### config.mk
export PLATFORM = sky130hd
export DESIGN_NAME = dbgspi_cmd_handler
export DESIGN_NICKNAME = d
export VERILOG_FILES = /design/src/rtl/dbgspi_pkg.sv /design/src/rtl/dbgspi_sync.sv /design/src/rtl/dbgspi_shifter.sv /design/src/rtl/dbgspi_ctrl.sv /design/src/rtl/dbgspi_cmd_handler.sv
export SDC_FILE = /design/constraint.sdc
export NUM_CORES = 1
export LEC_CHECK = 0
export BUFFER_PORTS_ARGS = -buffer_cell sky130_fd_sc_hd__buf_2
export CORE_MARGIN = 2
export CORE_UTILIZATION = 55
export DETAILED_ROUTE_END_ITERATION = 10
export GPL_TIMING_DRIVEN = 1
export HOLD_SLACK_MARGIN = 0.03
export PLACE_DENSITY = 0.79
export SLEW_MARGIN = 30
export SYNTH_ARGS = -nofsm -noshare
export SYNTH_HDL_FRONTEND = slang
export SYNTH_SLANG_ARGS = --single-unit
### constraint.sdc
create_clock -name clk -period 2.7 [get_ports clk]
set_clock_uncertainty 0.1 [all_clocks]
set_input_delay 0.135 -clock clk [delete_from_list [all_inputs] [get_ports clk]]
set_output_delay 0.135 -clock clk [all_outputs]
set_load 0.03 [all_outputs]
### src/rtl/dbgspi_pkg.sv
package dbgspi_pkg;

    typedef enum logic [2:0] {
        ST_IDLE,
        ST_OPCODE,
        ST_STATUS,
        ST_PUSH,
        ST_POP,
        ST_DISCARD
    } dbgspi_state_e;

    localparam logic [7:0] OP_STATUS = 8'h60;
    localparam logic [7:0] OP_PUSH   = 8'h70;
    localparam logic [7:0] OP_POP    = 8'h80;
    localparam logic [7:0] OP_RESET  = 8'hFF;

endpackage

### src/rtl/dbgspi_sync.sv
module dbgspi_sync #(
    parameter int               WIDTH   = 3,
    parameter int               STAGES  = 2,
    parameter logic [WIDTH-1:0] RST_VAL = '0
) (
    input  logic             clk,
    input  logic             rst_n,
    input  logic [WIDTH-1:0] d,
    output logic [WIDTH-1:0] q
);

    logic [WIDTH-1:0] stg [STAGES];

    always_ff @(posedge clk or negedge rst_n) begin
        if (!rst_n) begin
            for (int i = 0; i < STAGES; i++) stg[i] <= RST_VAL;
        end else begin
            stg[0] <= d;
            for (int i = 1; i < STAGES; i++) stg[i] <= stg[i-1];
        end
    end

    assign q = stg[STAGES-1];

endmodule

### src/rtl/dbgspi_shifter.sv
module dbgspi_shifter #(
    parameter int BYTE_W = 8
) (
    input  logic              clk,
    input  logic              rst_n,
    input  logic              sck_s,
    input  logic              mosi_s,
    input  logic              cs_n_s,
    output logic              frame_start,
    output logic              frame_end,
    output logic              rx_valid,
    output logic [BYTE_W-1:0] rx_byte,
    output logic              tx_load,
    input  logic [BYTE_W-1:0] tx_byte,
    output logic              miso
);

    localparam int              BIT_W    = $clog2(BYTE_W);
    localparam logic [BIT_W-1:0] LAST_BIT = BIT_W'(BYTE_W - 1);

    logic              sck_q;
    logic              cs_q;
    logic [BIT_W-1:0]  bit_cnt;
    logic [BYTE_W-1:0] rx_sh;
    logic [BYTE_W-1:0] tx_sh;
    logic              active;
    logic              rise;
    logic              fall;

    assign active      = ~cs_n_s;
    assign rise        = sck_s & ~sck_q;
    assign fall        = ~sck_s & sck_q;
    assign frame_start = cs_q & ~cs_n_s;
    assign frame_end   = ~cs_q & cs_n_s;

    // a new byte is loaded when the frame opens and on the falling edge after a full byte
    assign tx_load  = frame_start | (active & fall & (bit_cnt == '0));
    assign rx_valid = active & rise & (bit_cnt == LAST_BIT);
    assign rx_byte  = {rx_sh[BYTE_W-2:0], mosi_s};
    assign miso     = active & tx_sh[BYTE_W-1];

    always_ff @(posedge clk or negedge rst_n) begin
        if (!rst_n) begin
            sck_q   <= 1'b0;
            cs_q    <= 1'b1;
            bit_cnt <= '0;
            rx_sh   <= '0;
            tx_sh   <= '0;
        end else begin
            sck_q <= sck_s;
            cs_q  <= cs_n_s;
            if (!active) begin
                bit_cnt <= '0;
                rx_sh   <= '0;
                tx_sh   <= '0;
            end else begin
                if (rise) begin
                    rx_sh   <= rx_byte;
                    bit_cnt <= (bit_cnt == LAST_BIT) ? '0 : bit_cnt + 1'b1;
                end
                if (tx_load) begin
                    tx_sh <= tx_byte;
                end else if (fall) begin
                    tx_sh <= {tx_sh[BYTE_W-2:0], 1'b0};
                end
            end
        end
    end

endmodule

### src/rtl/dbgspi_ctrl.sv
module dbgspi_ctrl
    import dbgspi_pkg::*;
#(
    parameter int BYTE_W   = 8,
    parameter int CNT_W    = 11,
    parameter int STATUS_W = 32
) (
    input  logic              clk,
    input  logic              rst_n,
    input  logic              frame_start,
    input  logic              frame_end,
    input  logic              rx_valid,
    input  logic [BYTE_W-1:0] rx_byte,
    input  logic              tx_load,
    output logic [BYTE_W-1:0] tx_byte,
    output logic              dtx_push,
    output logic [BYTE_W-1:0] dtx_data,
    input  logic              dtx_full,
    output logic              drx_pop,
    input  logic [BYTE_W-1:0] drx_data,
    input  logic              drx_empty,
    input  logic [CNT_W-1:0]  dtx_level,
    input  logic [CNT_W-1:0]  drx_level,
    output logic              fifo_flush
);

    localparam int PAD_W = STATUS_W - 2 * CNT_W;

    dbgspi_state_e        state_q;
    dbgspi_state_e        state_d;
    logic [STATUS_W-1:0]  status_q;
    logic                 took_q;

    // state register
    always_ff @(posedge clk or negedge rst_n) begin
        if (!rst_n) state_q <= ST_IDLE;
        else        state_q <= state_d;
    end

    // next state
    always_comb begin
        state_d = state_q;
        if (frame_end) begin
            state_d = ST_IDLE;
        end else begin
            unique case (state_q)
                ST_IDLE: begin
                    if (frame_start) state_d = ST_OPCODE;
                end
                ST_OPCODE: begin
                    if (rx_valid) begin
                        case (rx_byte)
                            OP_STATUS: state_d = ST_STATUS;
                            OP_PUSH:   state_d = ST_PUSH;
                            OP_POP:    state_d = ST_POP;
                            default:   state_d = ST_DISCARD;
                        endcase
                    end
                end
                ST_STATUS, ST_PUSH, ST_POP, ST_DISCARD: state_d = state_q;
            endcase
        end
    end

    // outputs
    always_comb begin
        tx_byte    = '0;
        dtx_push   = 1'b0;
        drx_pop    = 1'b0;
        fifo_flush = 1'b0;
        dtx_data   = rx_byte;
        unique case (state_q)
            ST_IDLE:    ;
            ST_OPCODE:  fifo_flush = rx_valid & (rx_byte == OP_RESET);
            ST_STATUS:  tx_byte    = status_q[STATUS_W-1 -: BYTE_W];
            ST_PUSH:    dtx_push   = rx_valid & ~dtx_full;
            ST_POP: begin
                tx_byte = drx_empty ? '0 : drx_data;
                drx_pop = rx_valid & took_q;
            end
            ST_DISCARD: ;
        endcase
    end

    // status snapshot and pop bookkeeping
    always_ff @(posedge clk or negedge rst_n) begin
        if (!rst_n) begin
            status_q <= '0;
            took_q   <= 1'b0;
        end else begin
            if (state_q == ST_OPCODE && rx_valid) begin
                status_q <= {{PAD_W{1'b0}}, dtx_level, drx_level};
            end else if (state_q == ST_STATUS && tx_load) begin
                status_q <= status_q << BYTE_W;
            end
            if (state_q != ST_POP || frame_end) begin
                took_q <= 1'b0;
            end else if (tx_load) begin
                took_q <= ~drx_empty;
            end
        end
    end

endmodule

### src/rtl/dbgspi_cmd_handler.sv
module dbgspi_cmd_handler #(
    parameter int BYTE_W      = 8,
    parameter int CNT_W       = 11,
    parameter int SYNC_STAGES = 2
) (
    input  logic              clk,
    input  logic              rst_n,
    input  logic              spi_sck,
    input  logic              spi_cs_n,
    input  logic              spi_mosi,
    output logic              spi_miso,
    output logic              dtx_push,
    output logic [BYTE_W-1:0] dtx_data,
    input  logic              dtx_full,
    output logic              drx_pop,
    input  logic [BYTE_W-1:0] drx_data,
    input  logic              drx_empty,
    input  logic [CNT_W-1:0]  dtx_level,
    input  logic [CNT_W-1:0]  drx_level,
    output logic              fifo_flush
);

    localparam int STATUS_W = 32;

    logic [2:0]        pins_s;
    logic              sck_s;
    logic              cs_n_s;
    logic              mosi_s;
    logic              frame_start;
    logic              frame_end;
    logic              rx_valid;
    logic [BYTE_W-1:0] rx_byte;
    logic              tx_load;
    logic [BYTE_W-1:0] tx_byte;

    dbgspi_sync #(
        .WIDTH   (3),
        .STAGES  (SYNC_STAGES),
        .RST_VAL (3'b010)
    ) u_sync (
        .clk   (clk),
        .rst_n (rst_n),
        .d     ({spi_sck, spi_cs_n, spi_mosi}),
        .q     (pins_s)
    );

    assign sck_s  = pins_s[2];
    assign cs_n_s = pins_s[1];
    assign mosi_s = pins_s[0];

    dbgspi_shifter #(
        .BYTE_W (BYTE_W)
    ) u_shifter (
        .clk         (clk),
        .rst_n       (rst_n),
        .sck_s       (sck_s),
        .mosi_s      (mosi_s),
        .cs_n_s      (cs_n_s),
        .frame_start (frame_start),
        .frame_end   (frame_end),
        .rx_valid    (rx_valid),
        .rx_byte     (rx_byte),
        .tx_load     (tx_load),
        .tx_byte     (tx_byte),
        .miso        (spi_miso)
    );

    dbgspi_ctrl #(
        .BYTE_W   (BYTE_W),
        .CNT_W    (CNT_W),
        .STATUS_W (STATUS_W)
    ) u_ctrl (
        .clk         (clk),
        .rst_n       (rst_n),
        .frame_start (frame_start),
        .frame_end   (frame_end),
        .rx_valid    (rx_valid),
        .rx_byte     (rx_byte),
        .tx_load     (tx_load),
        .tx_byte     (tx_byte),
        .dtx_push    (dtx_push),
        .dtx_data    (dtx_data),
        .dtx_full    (dtx_full),
        .drx_pop     (drx_pop),
        .drx_data    (drx_data),
        .drx_empty   (drx_empty),
        .dtx_level   (dtx_level),
        .drx_level   (drx_level),
        .fifo_flush  (fifo_flush)
    );

endmodule

==> flow_summary.yaml, run 1 <==
worst_setup_path:
  rrSetupSlack_ps: 600
  worstReg2RegStart: "u_shifter.bit_cnt[0]$_DFFE_PN0P_"
  end_kind: "output port"
  rr_worst_depth: 7
  worst-setup-path-type: "flip-flop to output port"
  startpoint_type: "flip-flop"
  arrival_ps: 2160
  worstPathMaxFanout: 14
  crit_required_ps: 2470
  r2r-end: "u_ctrl.status_q[15]$_DFFE_PN0P_"
synth:
  synthMuxAreaShare_pct: 0
  synth_fa_ha_area_share_pct: 1.34
  yosys.area_share.simple_pct: 15.7
  syn-num-nets: 317
  synthDistinctLibCells: 44
  synth_area_um2: 2800
  syn_area_per_cell_um2: 10.1
  ys_warn_count: 0
  synth_top_family_by_area: "compound AO/OA/AOI/OAI gates"
  synthXorXnorAreaFrac_pct: 0
  synth_compound_area_share_pct: 22.8
  yosysSeqAreaShare_pct: 55.5
  synth-seq-cells: 62
  synthFlopType: "dfrtp_1"
  syn_inst: 277
  async_flop_share_pct: 100
  synth_edf_count: 0
routing:
  vias: 2330
  dr.pass1.iters: 4
  wl_per_cell_um: 14.0
  antenna_left: 0
  wl_mm: 5.98
  drc: 0
  via_per_inst: 5.46
  drt_iter0_drc: 167
pwr:
  p_leak_nw: 1.59
  power_density_nw_per_um2: 501
  total_power_mw: 1.78
  irDropWorstVdd_v: 0.000408
timing:
  rsz0062_at_grt: "false"
  setup-violations-final: 0
  hold_ws_ps: 42.7
  timing.slew.headroom_pct: 50.3
  worst_pin_slew_ps: 745
  post-route-period-util_pct: 88.9
  fin_tns_setup_ps: 0
  timing.final.ws_setup_ps: 301
  hold_violations: 0
  period_needed_ps: 2400
  clock.fmax_mhz: 417
  slew_violations: 0
finish:
  nets: 395
  area_growth_pct: 26.5
  drive_above_1_share_pct: 22.8
  nFillCells: 368
  diodes: 0
  fin_util_pct: 73.6
  fin_area_um2: 3540
  fin_cells: 427
run:
  maxCapViolCount: 0
clock_network:
  cts_root_buf: "clkbuf_8"
  cts_buffers: 9
  postCtsSetupBuffers: 0
  insertion_delay_ps: 330
  clockBufferDepth: 2
  clkSlewWorstSetupHoldPaths_ps: 60
  cts-htree-levels: 3
  cts_tree: "built"
  cts_sinks: 62
floorplanning:
  ios: 49
  die_w_um: 75.4
  rows: 25
  die_height_um: 75.4
  start_util_pct: 58.2
  core-area_um2: 4820
  die_area_um2: 5680
worst_hold_path:
  holdPathStages: 4
  hold_path_class: "input port to flip-flop"
  hold_path_end: "u_ctrl.took_q$_DFFE_PN0P_"
  hp-start: "drx_empty"
global_routing:
  grt_pass1_vias: 2172
  grt_max_degree: 37
  grt_util_all_layers_pct: 23.2
  grt_overflow_total: 0
  antenna_found_initial: 0
  grt_pass1_wl_mm: 9.85
place:
  place_area_um2: 3100
  placed_cells: 383
  place_hpwl_mm: 3.88
  dpl_worst_slack_ps: 479
  place_congestion: 0.816
  portBuffers: 48
status:
  status: "finished clean"
kinds of logic (layout without fill, tap and decap cells):
group / count (synthesis) / after routing
flip-flops: 62 / 62
adder cells (fa/ha/maj): 3 / 3
buffers and inverters: 27 / 110
AO/OA/AOI/OAI: 93 / 93
AND/OR/NAND/NOR: 92 / 92
cells in the final DEF (no fill, tap or decap), drive strengths merged, types with 2 or more instances in the layout:
| master | instances |
|---|---|
| nand2 | 55 |
| inv | 9 |
| ha | 3 |
| o22a | 5 |
| dfrtp | 59 |
| nor2 | 15 |
| clkinv | 2 |
| nor2b | 2 |
| clkbuf | 14 |
| buf | 57 |
| nor3 | 5 |
| o221ai | 2 |
| o21a | 5 |
| nand2b | 3 |
| nand3 | 2 |
| dlygate4sd3 | 28 |
| o22ai | 14 |
| o21ai | 14 |
| dfstp | 3 |
| a22oi | 15 |
| a21oi | 23 |
| o2bb2ai | 8 |
report_power, final:
part	switching [mW]	internal [mW]	leakage [nW]
clock network	0.336	0.357	0.0844
logic	0.0655	0.0643	0.719
registers	0.0133	0.941	0.788
routing by layer:
layer / up-vias / GRT usage (%) / wire (um)
met3: 7 / 4.63 / 260
met2: 57 / 35.4 / 2870
met5: - / 0 / 0
li1: 1154 / - / -
met1: 1112 / 32.0 / 2770
met4: 0 / 11.7 / 85
worst max-delay path, cell delays in order (launching register included):
cell      delay, ps
dfrtp_1         390
ha_1            170
ha_1            170
and4bb_2        270
nand3_2         250
nor4_1          340
buf_2           240
area by class of cell:
type | count | area, um2 | share of cell area, %
well taps | 67 | 83.8 | 2.36
inverters | 9 | 33.8 | 0.953
clock buffers | 14 | 153 | 4.31
repair buffers | 85 | 588 | 16.6
flip-flops and latches | 62 | 1560 | 43.9
multi-input cells | 188 | 1120 | 31.6
clock inverters | 2 | 10.0 | 0.282
cell usage after synthesis (all sizes together) (3+ instances only):
| cell type | n | area [um2] |
|---|---|---|
| a21oi | 23 | 123 |
| a22oi | 15 | 113 |
| buf | 7 | 56.3 |
| clkbuf | 11 | 41.3 |
| dfrtp | 59 | 1480 |
| dfstp | 3 | 78.8 |
| ha | 3 | 37.5 |
| inv | 9 | 33.8 |
| nand2 | 55 | 209 |
| nand2b | 3 | 18.8 |
| nor2 | 15 | 58.8 |
| nor3 | 5 | 30.0 |
| o21a | 5 | 37.5 |
| o21ai | 14 | 70.1 |
| o22a | 5 | 43.8 |
| o22ai | 14 | 87.6 |
| o2bb2ai | 8 | 70.1 |
worst max path at each step:
stage               slack [ps]  cells past startpoint    endpoint                              from
floorplan                  170                      6  fifo_flush  u_shifter.bit_cnt[0]$_DFFE_PN0P_
global placement           530                      6  fifo_flush  u_shifter.bit_cnt[0]$_DFFE_PN0P_
detailed placement         480                      6  fifo_flush  u_shifter.bit_cnt[0]$_DFFE_PN0P_
CTS                        110                      6  fifo_flush  u_shifter.bit_cnt[0]$_DFFE_PN0P_
global route               190                      6  fifo_flush  u_shifter.bit_cnt[0]$_DFFE_PN0P_
finish                     300                      6  fifo_flush  u_shifter.bit_cnt[0]$_DFFE_PN0P_
repair_timing:
action | CTS | global route
endpoints found under the setup margin | 0 | 1
endpoints found under the hold margin | 56 | 0
hold buffers | 28 | 0
gates resized for setup | 0 | 1
flip-flops by register name, summed over array words and instances (netlist names):
signal	flops
u_ctrl.status_q	32
u_shifter.tx_sh	8
u_shifter.rx_sh	7
u_ctrl.state_q	3
u_shifter.bit_cnt	3
u_sync.q	3
u_sync.stg	3
u_ctrl.took_q	1
u_shifter.cs_q	1
u_shifter.sck_q	1
(Power assumes the default switching activity.)
==> inputs of run 2 (changes only) <==
Settings changed: CORE_UTILIZATION 55 to 56, SYNTH_HIERARCHICAL set to 1.
==> flow_summary.yaml, run 2 <==
pwr:
  p_leak_nw: 1.67
  power_density_nw_per_um2: 517
  irDropWorstVdd_v: 0.000336
  total_power_mw: 1.95
synth:
  ys_top_cells_by_count: "72 x nand2_1, 59 x dfrtp_1, 31 x nand3_1, 21 x a22oi_1, 19 x clkbuf_1"
  synthXorXnorAreaFrac_pct: 0
  synthTopCellsByArea: "dfrtp_1 47%, nand2_1 8.5%, a22oi_1 5.0%"
  ys_warn_count: 6
  synth-seq-cells: 62
  syn_area_per_cell_um2: 9.34
  syn-num-nets: 379
  async_flop_share_pct: 100
  synthDistinctLibCells: 46
  synth_area_um2: 3170
  yosys.area_share.simple_pct: 26.6
  synth_top_family_by_area: "simple AND/OR/NAND/NOR gates"
  synth_fa_ha_area_share_pct: 1.19
  synthFlopType: "dfrtp_1"
  synth_top_area_share_pct: 46.6
  synth_area_leader_cell: "dfrtp_1"
  synthMuxAreaShare_pct: 0.948
  syn_inst: 339
  synth_edf_count: 0
  yosys.cell_count.top_type: "nand2_1"
  synth_compound_area_share_pct: 13.5
  yosysSeqAreaShare_pct: 49.1
worst_setup_path:
  rrSetupSlack_ps: 540
  worst-setup-path-type: "flip-flop to output port"
  crit_family: "simple AND/OR/NAND/NOR gates"
  slowest_stage: "dfrtp_1"
  startpoint_type: "flip-flop"
  worst-path-stages: 5
  rr_worst_depth: 5
  arrival_ps: 2140
  end_kind: "output port"
  cp-startpoint: "u_sync/q[2]$_DFF_PN0_"
  worst-path-buf-inv: 1
  path_cells: "or2b_1 -> nor3b_2 -> nand4bb_1 -> nor3_1 -> buf_2"
  slowest_delay_ps: 410
  crit_required_ps: 2470
  worstPathMaxFanout: 10
  worstReg2RegStart: "u_sync/q[2]$_DFF_PN0_"
  r2r-end: "u_ctrl/state_q[2]$_DFFE_PN0P_"
  crit_end: "fifo_flush"
global_routing:
  grt_overflow_total: 0
  gr-usage-met2_pct: 36.4
  met3_usage_pct: 4.89
  met1_usage_pct: 30.8
  grt_max_degree: 63
  grt_pass1_wl_mm: 11.0
  grt_pass1_vias: 2393
  antenna_found_initial: 0
  grt_util_all_layers_pct: 23.1
  grt.busiest_layer: "met2"
timing:
  rsz0062_at_grt: "false"
  worst_pin_slew_ps: 764
  hold_ws_ps: 85.7
  setup-violations-final: 0
  period_needed_ps: 2380
  hold_violations: 0
  slew_violations: 0
  fin_tns_setup_ps: 0
  clock.fmax_mhz: 420
  post-route-period-util_pct: 88.1
  timing.slew.headroom_pct: 49.0
finish:
  drive_above_1_share_pct: 22.3
  largest_reg_flops: 32
  area_growth_pct: 19.3
  nets: 430
  mostFrequentLayoutCells: "72 x nand2_1, 59 x dfrtp_1, 48 x buf_2"
  diodes: 0
  reg.largest.list: "u_ctrl/status_q x32, u_shifter/tx_sh x8, u_shifter/rx_sh x7"
  final_common_cell: "nand2_1"
  largest_register: "u_ctrl/status_q"
  fin_util_pct: 69.0
floorplanning:
  start_util_pct: 57.9
  core-area_um2: 5470
  die_w_um: 79.2
  die_area_um2: 6270
  die_height_um: 79.2
  rows: 27
  ios: 49
run:
  maxCapViolCount: 0
clock_network:
  clkSlewWorstSetupHoldPaths_ps: 70
  cts-htree-levels: 3
  cts_tree: "built"
  cts_sinks: 62
  cts_buffers: 9
  insertion_delay_ps: 330
  postCtsSetupBuffers: 0
  cts_root_buf: "clkbuf_8"
  clockBufferDepth: 2
routing:
  drt_iter0_drc: 164
  antenna_left: 0
  wl_per_cell_um: 14.6
  drc: 0
  wl_mm: 6.80
  dr.pass1.iters: 4
  via_per_inst: 5.53
  vias: 2584
place:
  portBuffers: 48
  place_congestion: 0.791
  place_hpwl_mm: 4.23
worst_hold_path:
  hold_path_class: "input port to flip-flop"
status:
  status: "finished clean"
## run 2: per-stage QoR
step	area [um2]	worst slack, ps	instances
after floorplan	3170	54.7	339
after global placement	3330	495	425
after detailed placement	3330	394	425
after CTS	3770	131	467
after global routing	3780	156	467
final	3780	321	467
## run 2: worst register-to-register path, stage by stage (launching register included)
cell	delay [ps]
dfrtp_1	410
or2b_1	380
nor3b_2	350
mux2i_1	160
o31a_1	310
o41ai_1	340
## run 2: final cells by class
| type | instances | area, um2 |
|---|---|---|
| clock buffer | 11 | 131 |
| clock inverter | 5 | 50.0 |
| fill | 443 | 1690 |
| inverter | 13 | 48.8 |
| multi-input combinational | 224 | 1360 |
| sequential | 62 | 1560 |
| tap | 72 | 90.1 |
| timing repair buffer | 80 | 546 |
## run 2: routing by layer
layer / part of all wire (%) / wire length (um) / vias to the layer above
li1: - / - / 1261
met5: 0 / 0 / -
met4: 1.2 / 84 / 0
met3: 4.7 / 323 / 8
met2: 50 / 3380 / 69
met1: 44 / 3010 / 1246
## run 2: power breakdown
part / internal (mW) / total (mW) / switching (mW)
logic: 0.100 / 0.198 / 0.0972
clock network: 0.420 / 0.755 / 0.335
registers: 0.952 / 1.00 / 0.0496
total: 1.47 / 1.95 / 0.482
## run 2: cells by family after synthesis
| group | Yosys count |
|---|---|
| DFF | 62 |
| adders and majority gates | 3 |
| buffers and inverters | 53 |
| muxes | 3 |
| AOI/OAI and AO/OA | 54 |
| and+or+nand+nor | 164 |
## run 2: worst min-delay path by stage
stage,slack [ps],start,end,cells after the start
floorplan,-260,rst_n,u_ctrl/state_q[0]$_DFFE_PN0P_,0
global placement,140,spi_mosi,u_sync/stg[3]$_DFF_PN0_,1
detailed placement,140,spi_mosi,u_sync/stg[3]$_DFF_PN0_,1
CTS,70,drx_empty,u_ctrl/took_q$_DFFE_PN0P_,4
global route,120,drx_empty,u_ctrl/took_q$_DFFE_PN0P_,4
finish,90,drx_empty,u_ctrl/took_q$_DFFE_PN0P_,4
## run 2: what timing repair did
item,in CTS,in global routing
hold endpoints to repair,84,0
endpoints found under the setup margin,0,1
hold buffers,26,0
gates resized for setup,0,1
==> inputs of run 3 (changes only) <==
Settings changed: CORE_UTILIZATION 56 to 61, PLACE_DENSITY 0.79 to 0.85.
Clock period 2.7 ns to 3.08 ns, I/O delays scaled along.
==> flow_summary.yaml, run 3 (synthesis gave the netlist of run 2 again) <==
routing:
  antenna_left: 0
  drc: 0
  dr.pass1.iters: 4
  vias: 2587
  via_per_inst: 5.58
  drt_iter0_drc: 191
  wl_mm: 7.04
  wl_per_cell_um: 15.2
clock_network:
  clkSlewWorstSetupHoldPaths_ps: 60
  cts_buffers: 9
  insertion_delay_ps: 350
  cts_sinks: 62
  cts-htree-levels: 3
  clockBufferDepth: 2
  ctsResizeCount: 0
  cts_tree: "built"
  cts_root_buf: "clkbuf_8"
finish:
  mostFrequentLayoutCells: "72 x nand2_1, 59 x dfrtp_1, 47 x buf_2"
  diodes: 0
  nFillCells: 369
  largest_reg_flops: 32
  nets: 429
  fin_area_um2: 3780
  drive_above_1_share_pct: 21.6
  largest_register: "u_ctrl/status_q"
  reg.largest.list: "u_ctrl/status_q x32, u_shifter/tx_sh x8, u_shifter/rx_sh x7"
  area_growth_pct: 19.3
  final_common_cell: "nand2_1"
worst_setup_path:
  crit_required_ps: 2830
  slowest_stage: "nor3b_1"
  crit_family: "simple AND/OR/NAND/NOR gates"
  worstPathMaxFanout: 10
  worst-path-buf-inv: 1
  path_cells: "or2b_1 -> nor3b_1 -> nand4bb_1 -> nor3_1 -> buf_2"
  slowest_delay_ps: 460
  startpoint_type: "flip-flop"
  end_kind: "output port"
  worst-setup-path-type: "flip-flop to output port"
  arrival_ps: 2290
timing:
  hold_violations: 0
  slew_violations: 0
  period_needed_ps: 2540
  clock.fmax_mhz: 393
  setup-violations-final: 0
  timing.slew.headroom_pct: 55.0
  worst_pin_slew_ps: 674
  post-route-period-util_pct: 82.5
  fin_tns_setup_ps: 0
  rsz0062_at_grt: "false"
  timing.final.ws_setup_ps: 539
global_routing:
  grt_util_all_layers_pct: 26.6
  grt_overflow_total: 0
  antenna_found_initial: 0
  grt_pass1_vias: 2543
  grt_max_degree: 48
  grt_pass1_wl_mm: 12.1
pwr:
  internal_power_mw: 1.32
  p_sw_share_pct: 25.1
  seq_power_share_pct: 50.0
  pwr-share-comb_pct: 9.8
  power_density_nw_per_um2: 466
  p_leak_nw: 1.66
  irDropWorstVdd_v: 0.000355
  power.switching_mw: 0.442
  pwr-share-clk_pct: 40.2
floorplanning:
  die_area_um2: 5780
  ios: 49
  start_util_pct: 62.8
  rows: 26
  die_height_um: 76.1
  die_w_um: 76.1
  core-area_um2: 5040
place:
  place_hpwl_mm: 4.06
  dpl_worst_slack_ps: 709
  portBuffers: 48
  place_congestion: 0.802
  place_area_um2: 3320
status:
  status: "finished clean"
run:
  maxCapViolCount: 0
worst_hold_path:
  hold_path_class: "input port to flip-flop"
==> run 3: cell count changes in the layout (fill, tap and decap cells not counted) <==
cell        change
nor3b_2         -1
buf_2           -1
clkinvlp_4      +2
clkinv_2        -4
nor3b_1         +1
clkbuf_8        +1
clkbuf_1        +1
==> run 3: layout make-up <==
cell class | instances | area [um2] | area share, %
Timing Repair Buffer | 79 | 541 | 14.3
Sequential cell | 62 | 1560 | 41.2
Multi-Input combinational cell | 224 | 1350 | 35.8
Clock inverter | 3 | 45.0 | 1.19
Clock buffer | 13 | 149 | 3.94
Tap cell | 70 | 87.6 | 2.32
Inverter | 13 | 48.8 | 1.29
==> run 3: power groups by stage <==
| stage | combinational [mW] | sequential [mW] | clock [mW] |
|---|---|---|---|
| after floorplan | 0.127 | 0.856 | 0 |
| after global placement | 0.139 | 0.891 | 0 |
| after detailed placement | 0.142 | 0.894 | 0 |
| after CTS | 0.168 | 0.879 | 0.718 |
| after global routing | 0.191 | 0.885 | 0.762 |
| final | 0.173 | 0.880 | 0.708 |
==> run 3: per-layer routing <==
metal / share of wire [%] / GRT usage [%] / vias up
met4: 2.4 / 10.4 / 0
met2: 49 / 41.1 / 67
li1: - / - / 1259
met5: 0 / 0 / -
met3: 4.2 / 7.23 / 12
met1: 44 / 36.4 / 1249
==> run 3: worst paths after layout <==
kind	startpoint	to	slack, ps	cells after the start
setup reg to reg	u_sync/q[2]$_DFF_PN0_	u_ctrl/status_q[15]$_DFFE_PN0P_	650	7
max in group asynchronous	rst_n	u_shifter/cs_q$_DFF_PN1_	1990	3
min in group asynchronous	rst_n	u_shifter/tx_sh[2]$_DFFE_PN0P_	250	2
hold / removal	drx_empty	u_ctrl/took_q$_DFFE_PN0P_	80	4
hold reg to reg	u_sync/stg[3]$_DFF_PN0_	u_sync/q[0]$_DFF_PN0_	250	0
setup / recovery	u_sync/q[2]$_DFF_PN0_	fifo_flush	540	5
==> run 3: timing repair <==
| action | 4_1_cts | 5_1_grt |
|---|---|---|
| endpoints found under the setup margin | 0 | 0 |
| hold buffers | 26 | 0 |
| setup buffers | 0 | 0 |
| hold endpoints to repair | 68 | 0 |
==> run 3: worst min-delay path, stage by stage <==
cell and delay, ps:
buf_2 110, inv_1 40, mux2i_1 130, nor4_1 60
==> run 3: through the flow <==
| step | cells | hold slack [ps] | total power, mW | util (%) |
|---|---|---|---|---|
| floorplan | 339 | -242 | 0.982 | - |
| global placement | 422 | 160 | 1.03 | 65.9 |
| detailed placement | 422 | 102 | 1.04 | 65.9 |
| CTS | 464 | 75.6 | 1.76 | 74.9 |
| global route | 464 | 126 | 1.84 | 74.9 |
| finish | 464 | 82.9 | 1.76 | 74.9 |
